<file path="src/rtl/ccf_bus_dec.sv">
module ccf_bus_dec #(
  parameter int unsigned NCH       = 16,
  parameter int unsigned AW        = 6,
  parameter int unsigned CTRL_ADDR = 0,
  parameter int unsigned FLAG_ADDR = 1,
  parameter int unsigned RES_BASE  = 16
) (
  input  logic [AW-1:0]  addr_i,
  input  logic           rd_i,
  input  logic           wr_i,
  output logic           ctrl_wr_o,
  output logic           ctrl_rd_o,
  output logic           flag_wr_o,
  output logic           flag_rd_o,
  output logic [NCH-1:0] res_rd_o,
  output logic [NCH-1:0] res_wr_o
);
  localparam logic [AW-1:0] CtrlA = AW'(CTRL_ADDR);
  localparam logic [AW-1:0] FlagA = AW'(FLAG_ADDR);

  assign ctrl_wr_o = wr_i && (addr_i == CtrlA);
  assign ctrl_rd_o = rd_i && (addr_i == CtrlA);
  assign flag_wr_o = wr_i && (addr_i == FlagA);
  assign flag_rd_o = rd_i && (addr_i == FlagA);

  for (genvar k = 0; k < NCH; k++) begin : g_res
    localparam logic [AW-1:0] ResA = AW'(RES_BASE + k);
    assign res_rd_o[k] = rd_i && (addr_i == ResA);
    assign res_wr_o[k] = wr_i && (addr_i == ResA);
  end
endmodule

</file>
<file path="src/rtl/ccf_ctrl_reg.sv">
module ccf_ctrl_reg (
  input  logic clk_i,
  input  logic rst_ni,
  input  logic wr_en_i,
  input  logic wbit_i,
  output logic fast_clr_o
);
  always_ff @(posedge clk_i or negedge rst_ni) begin
    if (!rst_ni)      fast_clr_o <= 1'b0;
    else if (wr_en_i) fast_clr_o <= wbit_i;
  end
endmodule

</file>
<file path="src/rtl/ccf_flag_bit.sv">
module ccf_flag_bit (
  input  logic clk_i,
  input  logic rst_ni,
  input  logic set_i,
  input  logic clr_i,
  output logic q_o
);
  // set has priority so a completion is never lost
  always_ff @(posedge clk_i or negedge rst_ni) begin
    if (!rst_ni)    q_o <= 1'b0;
    else if (set_i) q_o <= 1'b1;
    else if (clr_i) q_o <= 1'b0;
  end
endmodule

</file>
<file path="src/rtl/ccf_clear_ctrl.sv">
module ccf_clear_ctrl #(
  parameter int unsigned NCH       = 16,
  parameter int unsigned AW        = 6,
  parameter int unsigned DW        = 16,
  parameter int unsigned CTRL_ADDR = 0,
  parameter int unsigned FLAG_ADDR = 1,
  parameter int unsigned RES_BASE  = 16
) (
  input  logic           clk_i,
  input  logic           rst_ni,
  input  logic [AW-1:0]  addr_i,
  input  logic           rd_i,
  input  logic           wr_i,
  input  logic [DW-1:0]  wdata_i,
  input  logic [NCH-1:0] set_i,
  input  logic [NCH-1:0] cmp_en_i,
  output logic [DW-1:0]  rdata_o,
  output logic [NCH-1:0] flags_o
);
  logic           ctrl_wr, ctrl_rd, flag_wr, flag_rd;
  logic [NCH-1:0] res_rd, res_wr, clr;
  logic           fast_clr;

  ccf_bus_dec #(
    .NCH(NCH), .AW(AW), .CTRL_ADDR(CTRL_ADDR),
    .FLAG_ADDR(FLAG_ADDR), .RES_BASE(RES_BASE)
  ) u_dec (
    .addr_i(addr_i), .rd_i(rd_i), .wr_i(wr_i),
    .ctrl_wr_o(ctrl_wr), .ctrl_rd_o(ctrl_rd),
    .flag_wr_o(flag_wr), .flag_rd_o(flag_rd),
    .res_rd_o(res_rd), .res_wr_o(res_wr)
  );

  ccf_ctrl_reg u_ctrl (
    .clk_i(clk_i), .rst_ni(rst_ni),
    .wr_en_i(ctrl_wr), .wbit_i(wdata_i[0]),
    .fast_clr_o(fast_clr)
  );

  for (genvar k = 0; k < NCH; k++) begin : g_ch
    // compare-enabled channels clear on result write, others on result read
    assign clr[k] = (flag_wr && wdata_i[k]) ||
                    (fast_clr && (cmp_en_i[k] ? res_wr[k] : res_rd[k]));
    ccf_flag_bit u_bit (
      .clk_i(clk_i), .rst_ni(rst_ni),
      .set_i(set_i[k]), .clr_i(clr[k]),
      .q_o(flags_o[k])
    );
  end

  always_comb begin
    rdata_o = '0;
    if (ctrl_rd)      rdata_o[0] = fast_clr;
    else if (flag_rd) rdata_o[NCH-1:0] = flags_o;
  end
endmodule

</file>
<file path="config.mk">
export PLATFORM = sky130hd
export DESIGN_NAME = ccf_clear_ctrl
export DESIGN_NICKNAME = d
export VERILOG_FILES = /design/src/rtl/ccf_bus_dec.sv /design/src/rtl/ccf_ctrl_reg.sv /design/src/rtl/ccf_flag_bit.sv /design/src/rtl/ccf_clear_ctrl.sv
export SDC_FILE = /design/constraint.sdc
export NUM_CORES = 1
export LEC_CHECK = 0
export BUFFER_PORTS_ARGS = -buffer_cell sky130_fd_sc_hd__buf_4
export CAP_MARGIN = 10
export CORE_UTILIZATION = 46
export DETAILED_ROUTE_END_ITERATION = 10
export PLACE_DENSITY = 0.83
export SKIP_LAST_GASP = 1
export SYNTH_ARGS = -nofsm -noshare
export SYNTH_HDL_FRONTEND = slang
export SYNTH_SLANG_ARGS = --single-unit
export TNS_END_PERCENT = 30
</file>
<file path="constraint.sdc">
create_clock -name clk_i -period 6.6 [get_ports clk_i]
set_input_delay 1.65 -clock clk_i [delete_from_list [all_inputs] [get_ports clk_i]]
set_output_delay 1.65 -clock clk_i [all_outputs]
set_load 0.01 [all_outputs]
</file>
# Word-level counts from Yosys, hierarchy flattened

Index checks and enable logic that the tools add are counted.
Widths: inputs -> output; s select.

Bits in registers: 17
Bits of input ports: 58
Output and inout bits: 32

Reduce and logical (&&, ||, !) cells: 101
Muxes and demuxes: 51
Eq/ne operators: 17

Operator list:

| kind               | count |
|---|---|
| $eq 6x5->1 const B | 16 |
| $logic_and 1x1->1  | 68 |
| $mux 1             | 49 |
| $reduce_bool 2->1  | 16 |
| $logic_or 1x1->1   | 16 |
| $mux 16            | 1 |
| $mux 15            | 1 |
| $eq 6x1->1 const B | 1 |
| $logic_not 6->1    | 1 |

# Longest topological paths before layout

Gate-level depths: netlist of the first run.

Depth in word-level cells: 7
Depth in mapped cells: 5
Gate-level depth less buffers: 3

# Modules after synthesis

From an unflattened synthesis of the first run, not the netlist that was laid out.

Cells, all modules: 159
Area total of the unflattened synthesis: 1432.6 sq um

Modules (own cells, without submodules):

| module         | times used | area an instance (sq um) | cells each |
|---|---|---|---|
| ccf_flag_bit   | 16         | 36.3                     | 3 |
| ccf_clear_ctrl | 1          | 518.0                    | 54 |
| ccf_bus_dec    | 1          | 294.0                    | 55 |
| ccf_ctrl_reg   | 1          | 40.0                     | 2 |

# Worst setup path after synthesis of the first run

No wires, ideal clock.

Kind: input port to output port
Start point: input addr_i[1]
End point: output rdata_o[10]
Data arrival time: 2.857 ns
Required time: 4.950 ns
Path buffers: 2
Cell stages on the path: 5
Slack: 2.093 ns
Cell sequence: or4_1 > buf_4 > nor4_4 > buf_6 > and2_1

Cells in the longest elaborated chain, start to end: 4
Elaborated cells on any way between the ends: 6
Classes of those cells: eq/ne (1); mux (2); reduce/logical (3)

Ends and longest elaborated chain:

| item              | RTL line             | RTL |
|---|---|---|
| start, declared   | ccf_clear_ctrl.sv:11 | `input logic [AW-1:0] addr_i,` |
| $eq 6x1->1        | ccf_bus_dec.sv:24    | `assign flag_rd_o = rd_i && (addr_i == FlagA);` |
| $logic_and 1x1->1 | ccf_bus_dec.sv:24    |  |
| $mux 16           | ccf_clear_ctrl.sv:54 | `else if (flag_rd) rdata_o[NCH-1:0] = flags_o;` |
| $mux 15 (*)       | ccf_clear_ctrl.sv:53 | `if (ctrl_rd) rdata_o[0] = fast_clr;` |
| end, declared     | ccf_clear_ctrl.sv:17 | `output logic [DW-1:0] rdata_o,` |

Mark *: on every way between the ends. The rest lies on a longest branch, timed or not.

# Worst setup path after layout of the first run

Start point: input addr_i[3]
End point: output rdata_o[1]

Same word-level chain as after synthesis.

==> impl_metrics.toml, run 1 <==
[synthesis]
synthXorXnorAreaFrac_pct = 0
synth.distinct_cells = 30
synth_top_family_by_area = "simple AND/OR/NAND/NOR gates"
synth_seq_area_share_pct = 29.2
ys_ff_latch = 17
avgSynthCellArea_um2 = 8.67
syn_nets = 226
synthMuxAreaShare_pct = 12.5
netlist_area_mm2 = 0.00146
ys_warn_count = 0
synth-adder-area-share_pct = 0
synthCells = 168
synth_simple_gate_area_share_pct = 33.1
synth-compound-area-share_pct = 9.45

[route]
routedWlPerCell_um = 14.0
drc = 0
dr_total_vias = 1439
routed_wl_um = 3900
drt_iter0_markers = 20
antenna_left = 0
vias_per_cell = 5.16
dr.pass1.iters = 4

[worst_setup_path]
crit_fanout = 15
cpPeakStageDelay_ns = 0.70
cp.depth = 5
cp_num_buf_inv = 2
cp.required_ns = 4.95
crit_family = "simple AND/OR/NAND/NOR gates"
crit_path_end_kind = "primary output"
critPathKind = "primary input to primary output"
rr_worst_depth = 3
critPathSlowestCell = "or4_1"
start_kind = "primary input"
cp.arrival_ns = 3.46
path_common_cell = "buf_4"
cp_cell_sequence = "buf_4 -> or4_1 -> nor4_4 -> and2_1 -> buf_4"

[cts]
ctsHoldBuffers = 0
clock-sinks = 17
post_cts_buffers = 0
cts_root_buf = "clkbuf_4"
cts_tree = "built"
clockBufferDepth = 2
htreeDepth = 1
cts_buffers = 3
insertion_delay_ns = 0.29
cts.repair.resized = 0
cts.clk_slew.worst_paths_ns = 0.11

[sta]
slew_headroom_pct = 53.3
rsz0062_at_grt = "no"
fmax_ghz = 0.196
period_share_pct = 77.4
slew_violations = 0
hold_viol_final = 0
setup_ws_ns = 1.49
fin_skew_ns = 0.00207
timing.final.crit_period_ns = 5.11
max_slew.worst_pin.slew_ns = 0.696
setup_viol = 0
fin_setup_tns_ns = 0

[power]
peakVddDrop_uv = 63.0
cellPowerDensity_mw_per_mm2 = 111
p_leak_nw = 0.930

[final_layout]
fin_util_pct = 67.3
nets = 294
multi_input_area_um2 = 801
drive_gt1_share_pct = 43.0
num_antenna_cells = 0
seqCellArea_um2 = 425
nFillCells = 299
finalNonFillerCells = 279
area_growth_pct = 39.9

[placed_design]
portBuffers = 89
post-place-ws_ns = 1.44
gp_congestion = 0.778
place_inst = 275
hpwl_um = 3070

[global_route]
grt_pass1_wl_um = 6120
grtUsageTotal_pct = 23.7
grt.overflow.total = 0
first_global_vias = 1344
antenna_found_initial = 0
grt_start_max_net_pins = 19

[min_path]
whs_path_depth = 2
hp-class = "flip-flop to flip-flop"

[floorplanning]
die_area_mm2 = 0.00339
io_pins = 90
placementRows = 20
die_y_um = 58.3
start_util_pct = 48.1
core_area_mm2 = 0.00303
die_width_um = 58.3

[flow_run]
max_cap_viol_count = 0

[status]
status = "complete, no violations"
metal layers:
metal | track usage (%) | vias up | share of wire (%)
met1 | 28.5 | 663 | 42
met2 | 42.4 | 48 | 51
met4 | 6.12 | 0 | 0.95
met5 | 0 | - | 0
met3 | 5.36 | 4 | 5.5
li1 | - | 724 | -
cells in the mapped netlist:
library cell / n / area (um2)
a211oi_1: 2 / 15.0
a311oi_1: 14 / 123
and2_1: 15 / 93.8
buf_1: 1 / 3.75
buf_2: 1 / 5.00
buf_4: 17 / 128
buf_6: 1 / 11.3
clkbuf_1: 6 / 22.5
dfrtp_1: 17 / 425
inv_1: 15 / 56.3
inv_2: 1 / 3.75
mux2_1: 1 / 11.3
mux2i_1: 17 / 170
nand2_1: 1 / 3.75
nand2b_1: 3 / 18.8
nand3b_1: 5 / 37.5
nand4b_1: 1 / 8.76
nand4bb_1: 1 / 11.3
nor2_1: 19 / 71.3
nor2_4: 1 / 11.3
nor2b_1: 1 / 6.26
nor3_1: 1 / 5.00
nor4_1: 14 / 87.6
nor4_4: 1 / 21.3
nor4b_1: 3 / 26.3
nor4b_2: 1 / 15.0
or3_1: 2 / 12.5
or3b_1: 1 / 8.76
or3b_2: 4 / 35.0
or4_1: 1 / 7.51
worst register-to-register path, cell delays in order (launching register included):
cell and delay [ns]:
dfrtp_1 0.43, nand4b_1 0.37, nor4_1 0.45, a311oi_1 0.09
area by class of cell:
type	instances	share of cell area (%)
clock buffer	3	1.11
tap	44	2.70
multi-input combinational	109	39.3
inverter	16	2.95
timing repair buffer	89	32.8
clock inverter	1	0.246
sequential	17	20.9
path summary, 6_finish.rpt:
check / from / endpoint / slack, ns
worst max-delay path: addr_i[3] / rdata_o[1] / 1.49
worst min-delay path: g_ch[15].u_bit.q_o / g_ch[15].u_bit.q_o / 0.58
worst max register to register: u_ctrl.fast_clr_o / g_ch[7].u_bit.q_o / 5.14
worst min register to register: g_ch[15].u_bit.q_o / g_ch[15].u_bit.q_o / 0.58
max in group asynchronous: rst_ni / g_ch[7].u_bit.q_o / 5.22
min in group asynchronous: rst_ni / g_ch[1].u_bit.q_o / 1.19
metrics by stage:
step	total power, W	instance area, um2	hold slack, ns
2_1_floorplan	0.000132	1460	0.525
3_3_place_gp	0.000168	2010	0.554
3_5_place_dp	0.000169	2010	0.563
4_1_cts	0.000227	2040	0.573
5_1_grt	0.000239	2040	0.603
6_report	0.000226	2040	0.576
state kept, by name, summed over array words and instances, names as in the netlist:
| register | cells |
|---|---|
| g_ch.u_bit.q_o | 16 |
| u_ctrl.fast_clr_o | 1 |
where the power goes:
| part | internal [W] | switching (W) | leakage (nW) |
|---|---|---|---|
| Combinational | 0.0000336 | 0.0000264 | 0.758 |
| Clock | 0.0000225 | 0.0000363 | 0.0177 |
| Sequential | 0.000105 | 0.00000144 | 0.154 |
| Total | 0.000161 | 0.0000641 | 0.930 |
layout by cell type (no fill, tap or decap), types with 2 or more instances in the layout:
cell type / synthesis / final
nand2b_1: 3 / 3
or3_1: 2 / 2
nor4b_1: 3 / 3
and2_1: 15 / 15
clkbuf_4: 0 / 3
nor2_1: 19 / 19
nand3b_1: 5 / 5
inv_1: 15 / 15
buf_4: 17 / 89
mux2i_1: 17 / 17
a211oi_1: 2 / 2
dfrtp_1: 17 / 17
or3b_2: 4 / 4
nor4_1: 14 / 14
a311oi_1: 14 / 14
cell families (layout without fill, tap and decap cells):
group                  after synthesis  in the layout
AND/OR/NAND/NOR                     75             75
buffers and inverters               42            109
multiplexers                        18             18
flip-flops                          17             17
AO/OA/AOI/OAI                       16             16
No activity file was read; power rests on OpenSTA's default activity.
==> run 2: changes to the inputs <==
Settings changed: CORE_UTILIZATION 46 to 43, PLACE_DENSITY 0.83 to 0.78.
Clock period 6.6 ns to 4.9 ns, I/O delays scaled along.
==> impl_metrics.toml, run 2 (synthesis results as in run 1) <==
[status]
status = "complete, no violations"

[route]
drt_iter0_markers = 74
vias_per_cell = 5.34
antenna_left = 0
dr.pass1.iters = 4
dr_total_vias = 1489
routed_wl_um = 4150
routedWlPerCell_um = 14.9
drc = 0

[worst_setup_path]
crit_path_end_kind = "primary output"
cp.required_ns = 3.67
crit_fanout = 15
critPathKind = "primary input to primary output"
path_common_cell = "buf_4"
crit_family = "simple AND/OR/NAND/NOR gates"
cp.arrival_ns = 3.05
cp_cell_sequence = "buf_4 -> or4_1 -> nor4_4 -> and2_1 -> buf_4"
cpPeakStageDelay_ns = 0.71
start_kind = "primary input"
cp_num_buf_inv = 2
critPathSlowestCell = "or4_1"

[sta]
rsz0062_at_grt = "no"
max_slew.worst_pin.slew_ns = 0.715
period_share_pct = 87.2
timing.final.crit_period_ns = 4.27
hold_viol_final = 0
slew_violations = 0
slew_headroom_pct = 51.9
fin_skew_ns = 0.000823
fmax_ghz = 0.234
fin_setup_tns_ns = 0
setup_viol = 0
setup_ws_ns = 0.625

[final_layout]
num_antenna_cells = 0
seqCellArea_um2 = 425
nets = 294
drive_gt1_share_pct = 42.6
nFillCells = 291
layout_commonest_cell = "buf_4"
multi_input_area_um2 = 801
fin_util_pct = 65.1
finalNonFillerCells = 279
reg.largest.list = "g_ch.u_bit.q_o (16), u_ctrl.fast_clr_o (1)"
final_area_mm2 = 0.00204
top_register = "g_ch.u_bit.q_o"
area_growth_pct = 39.8
largest_reg_flops = 16
final_cell_mix = "buf_4 (89), nor2_1 (19), mux2i_1 (17), dfrtp_1 (17)"

[cts]
ctsHoldBuffers = 0
post_cts_buffers = 0
cts_tree = "built"
cts.clk_slew.worst_paths_ns = 0.11
cts.repair.resized = 0
cts_buffers = 3
clockBufferDepth = 2
cts_root_buf = "clkbuf_4"
clock-sinks = 17
insertion_delay_ns = 0.30
htreeDepth = 1

[floorplanning]
io_pins = 90
placementRows = 20
core_area_mm2 = 0.00313
start_util_pct = 46.6
die_width_um = 60.2
die_area_mm2 = 0.00362
die_y_um = 60.2

[global_route]
grtUsageTotal_pct = 24.0
antenna_found_initial = 0
grt.overflow.total = 0
grt_pass1_wl_um = 6390
grt_start_max_net_pins = 19
first_global_vias = 1336

[min_path]
hp-class = "flip-flop to flip-flop"

[placed_design]
placed_cell_area_mm2 = 0.00201
portBuffers = 89
place_inst = 275
post-place-ws_ns = 0.588
hpwl_um = 3060
gp_congestion = 0.770

[power]
p_leak_nw = 0.927
cellPowerDensity_mw_per_mm2 = 151
peakVddDrop_uv = 78.5

[flow_run]
max_cap_viol_count = 0
==> run 2: changes by cell type in the layout (fill, tap and decap cells not counted) <==
| cell | previous run | this run |
|---|---|---|
| clkbuf_1 | 0 | 1 |
| clkinv_2 | 1 | 0 |
==> run 2: final timing paths <==
path	depth (start not counted)	slack, ns	startpoint	end
max in group asynchronous	1	3.92	rst_ni	g_ch[7].u_bit.q_o
hold reg to reg	2	0.58	g_ch[10].u_bit.q_o	g_ch[10].u_bit.q_o
min in group asynchronous	1	0.78	rst_ni	g_ch[0].u_bit.q_o
setup / recovery	5	0.63	addr_i[3]	rdata_o[5]
hold / removal	2	0.58	g_ch[10].u_bit.q_o	g_ch[10].u_bit.q_o
setup reg to reg	3	3.43	u_ctrl.fast_clr_o	g_ch[10].u_bit.q_o
==> run 2: layout make-up <==
| class | count | area share, % |
|---|---|---|
| inverters | 16 | 2.95 |
| well taps | 44 | 2.70 |
| multi-input cells | 109 | 39.3 |
| clock buffers | 4 | 1.29 |
| flip-flops and latches | 17 | 20.9 |
| repair buffers | 89 | 32.8 |
==> run 2: metal layers <==
layer	wire length [um]	track usage [%]	vias up
li1	-	-	722
met1	1770	32.2	687
met2	1990	39.9	75
met3	347	3.25	5
met4	44	6.98	0
met5	0	0	-
==> run 2: through the flow <==
stage / hold slack, ns / power (W)
after CTS: 0.584 / 0.000307
after detailed placement: 0.563 / 0.000228
after global placement: 0.558 / 0.000227
final: 0.578 / 0.000306
after global routing: 0.603 / 0.000323
after floorplan: 0.525 / 0.000178
==> run 2: report_power, final <==
group	switching [W]	leakage [nW]	internal [W]	total (W)
registers	0.00000190	0.154	0.000142	0.000144
logic	0.0000368	0.758	0.0000453	0.0000821
clock network	0.0000488	0.0150	0.0000317	0.0000805
==> run 2: worst min-delay path, cell delays in order (launching register included) <==
cell and delay, ns:
dfrtp_1 0.40, nor2_1 0.10, a311oi_1 0.05
==> run 3: changes to the inputs <==
Settings changed: REMOVE_ABC_BUFFERS set to 1.
==> impl_metrics.toml, run 3 (synthesis results as in run 1) <==
[worst_setup_path]
critPathKind = "primary input to primary output"
crit_path_end_kind = "primary output"
critPathSlowestCell = "or4_1"
cp_num_buf_inv = 3
cpPeakStageDelay_ns = 0.71
cp_cell_sequence = "buf_4 -> or4_1 -> nor4_4 -> buf_4 -> and2_1 -> buf_4"
crit_family = "simple AND/OR/NAND/NOR gates"
cp.arrival_ns = 3.01
cp.required_ns = 3.67
crit_fanout = 13
start_kind = "primary input"
path_common_cell = "buf_4"

[power]
clkPwrFrac_pct = 26.1
p_leak_nw = 0.935
cellInternalPower_w = 0.000218
swShare_pct = 28.8
switching_power_w = 0.0000882
peakVddDrop_uv = 93.7
seq_power_share_pct = 47.0
cellPowerDensity_mw_per_mm2 = 150
combPwrFrac_pct = 26.8

[route]
dr_total_vias = 1487
drc = 0
routedWlPerCell_um = 15.1
drt_iter0_markers = 53
routed_wl_um = 4230
dr.pass1.iters = 4
antenna_left = 0
vias_per_cell = 5.31

[cts]
cts.repair.resized = 0
insertion_delay_ns = 0.30
post_cts_buffers = 0
ctsHoldBuffers = 0
htreeDepth = 1
cts_tree = "built"
cts_buffers = 3
cts_root_buf = "clkbuf_4"
clockBufferDepth = 2
clock-sinks = 17
cts.clk_slew.worst_paths_ns = 0.10

[floorplanning]
start_util_pct = 46.6
die_y_um = 60.2
die_area_mm2 = 0.00362
placementRows = 20
core_area_mm2 = 0.00313
io_pins = 90
die_width_um = 60.2

[final_layout]
top_register = "g_ch.u_bit.q_o"
nets = 295
area_growth_pct = 40.4
final_cell_mix = "buf_4 (90), nor2_1 (19), mux2i_1 (17), dfrtp_1 (17)"
largest_reg_flops = 16
finalNonFillerCells = 280
drive_gt1_share_pct = 43.2
num_antenna_cells = 0
reg.largest.list = "g_ch.u_bit.q_o (16), u_ctrl.fast_clr_o (1)"
layout_commonest_cell = "buf_4"

[placed_design]
portBuffers = 89
place_inst = 276
post-place-ws_ns = 0.662
gp_congestion = 0.826
hpwl_um = 3190

[global_route]
grt_pass1_wl_um = 6710
grt.overflow.total = 0
antenna_found_initial = 0
grtUsageTotal_pct = 25.0
first_global_vias = 1405
grt_start_max_net_pins = 19

[sta]
setup_viol = 0
timing.final.crit_period_ns = 4.23
slew_headroom_pct = 70.3
period_share_pct = 86.4
hold_viol_final = 0
whs_ns = 0.580
fin_setup_tns_ns = 0
rsz0062_at_grt = "no"
fin_skew_ns = 0.0218
fmax_ghz = 0.236
setup_ws_ns = 0.669
slew_violations = 0
max_slew.worst_pin.slew_ns = 0.442

[min_path]
hp-class = "flip-flop to flip-flop"

[flow_run]
max_cap_viol_count = 0

[status]
status = "complete, no violations"
==> run 3: changes by cell type in the layout (fill, tap and decap cells not counted), sizes merged <==
cell and change:
buf +1, clkinv +1, clkbuf -1
==> run 3: power by group through the flow <==
stage | combinational (W) | sequential (W) | clock, W
global placement | 0.0000806 | 0.000146 | 0
global route | 0.0000899 | 0.000144 | 0.0000865
floorplan | 0.0000242 | 0.000146 | 0
CTS | 0.0000825 | 0.000144 | 0.0000827
detailed placement | 0.0000823 | 0.000147 | 0
finish | 0.0000821 | 0.000144 | 0.0000799
==> run 3: routing by layer <==
metal / GRT usage [%] / share of wire [%]
met5: 0 / 0
met4: 9.97 / 1.3
met3: 2.38 / 7.2
met2: 40.8 / 46
met1: 33.5 / 45
==> run 3: layout make-up <==
cell class                 instances  area, um2
fill                             279       1080
multi-input combinational        109        801
timing repair buffer              90        676
sequential                        17        425
inverter                          16       60.1
tap                               44       55.1
clock buffer                       3       22.5
clock inverter                     1       5.00
==> run 3: path summary, 6_finish.rpt <==
check	endpoint	slack (ns)	startpoint	depth (start not counted)
setup reg to reg	g_ch[10].u_bit.q_o	3.47	u_ctrl.fast_clr_o	3
setup / recovery	rdata_o[5]	0.67	addr_i[3]	6
min in group asynchronous	g_ch[1].u_bit.q_o	0.76	rst_ni	1
hold / removal	g_ch[12].u_bit.q_o	0.58	g_ch[12].u_bit.q_o	2
hold reg to reg	g_ch[12].u_bit.q_o	0.58	g_ch[12].u_bit.q_o	2
max in group asynchronous	g_ch[10].u_bit.q_o	3.91	rst_ni	1
==> run 3: worst reg2reg max path, cell delays in order, from the launching register on <==
cell and delay (ns):
dfrtp_1 0.42, nand4b_1 0.36, nor4b_1 0.43, a311oi_1 0.09
==> run 3: per-stage QoR <==
step	instance area [um2]	power, W	util (%)
final	2040	0.000306	65.4
after global routing	2040	0.000321	65.4
after CTS	2040	0.000309	65.4
after detailed placement	2020	0.000229	64.5
after global placement	2020	0.000227	64.5
after floorplan	1290	0.000171	-
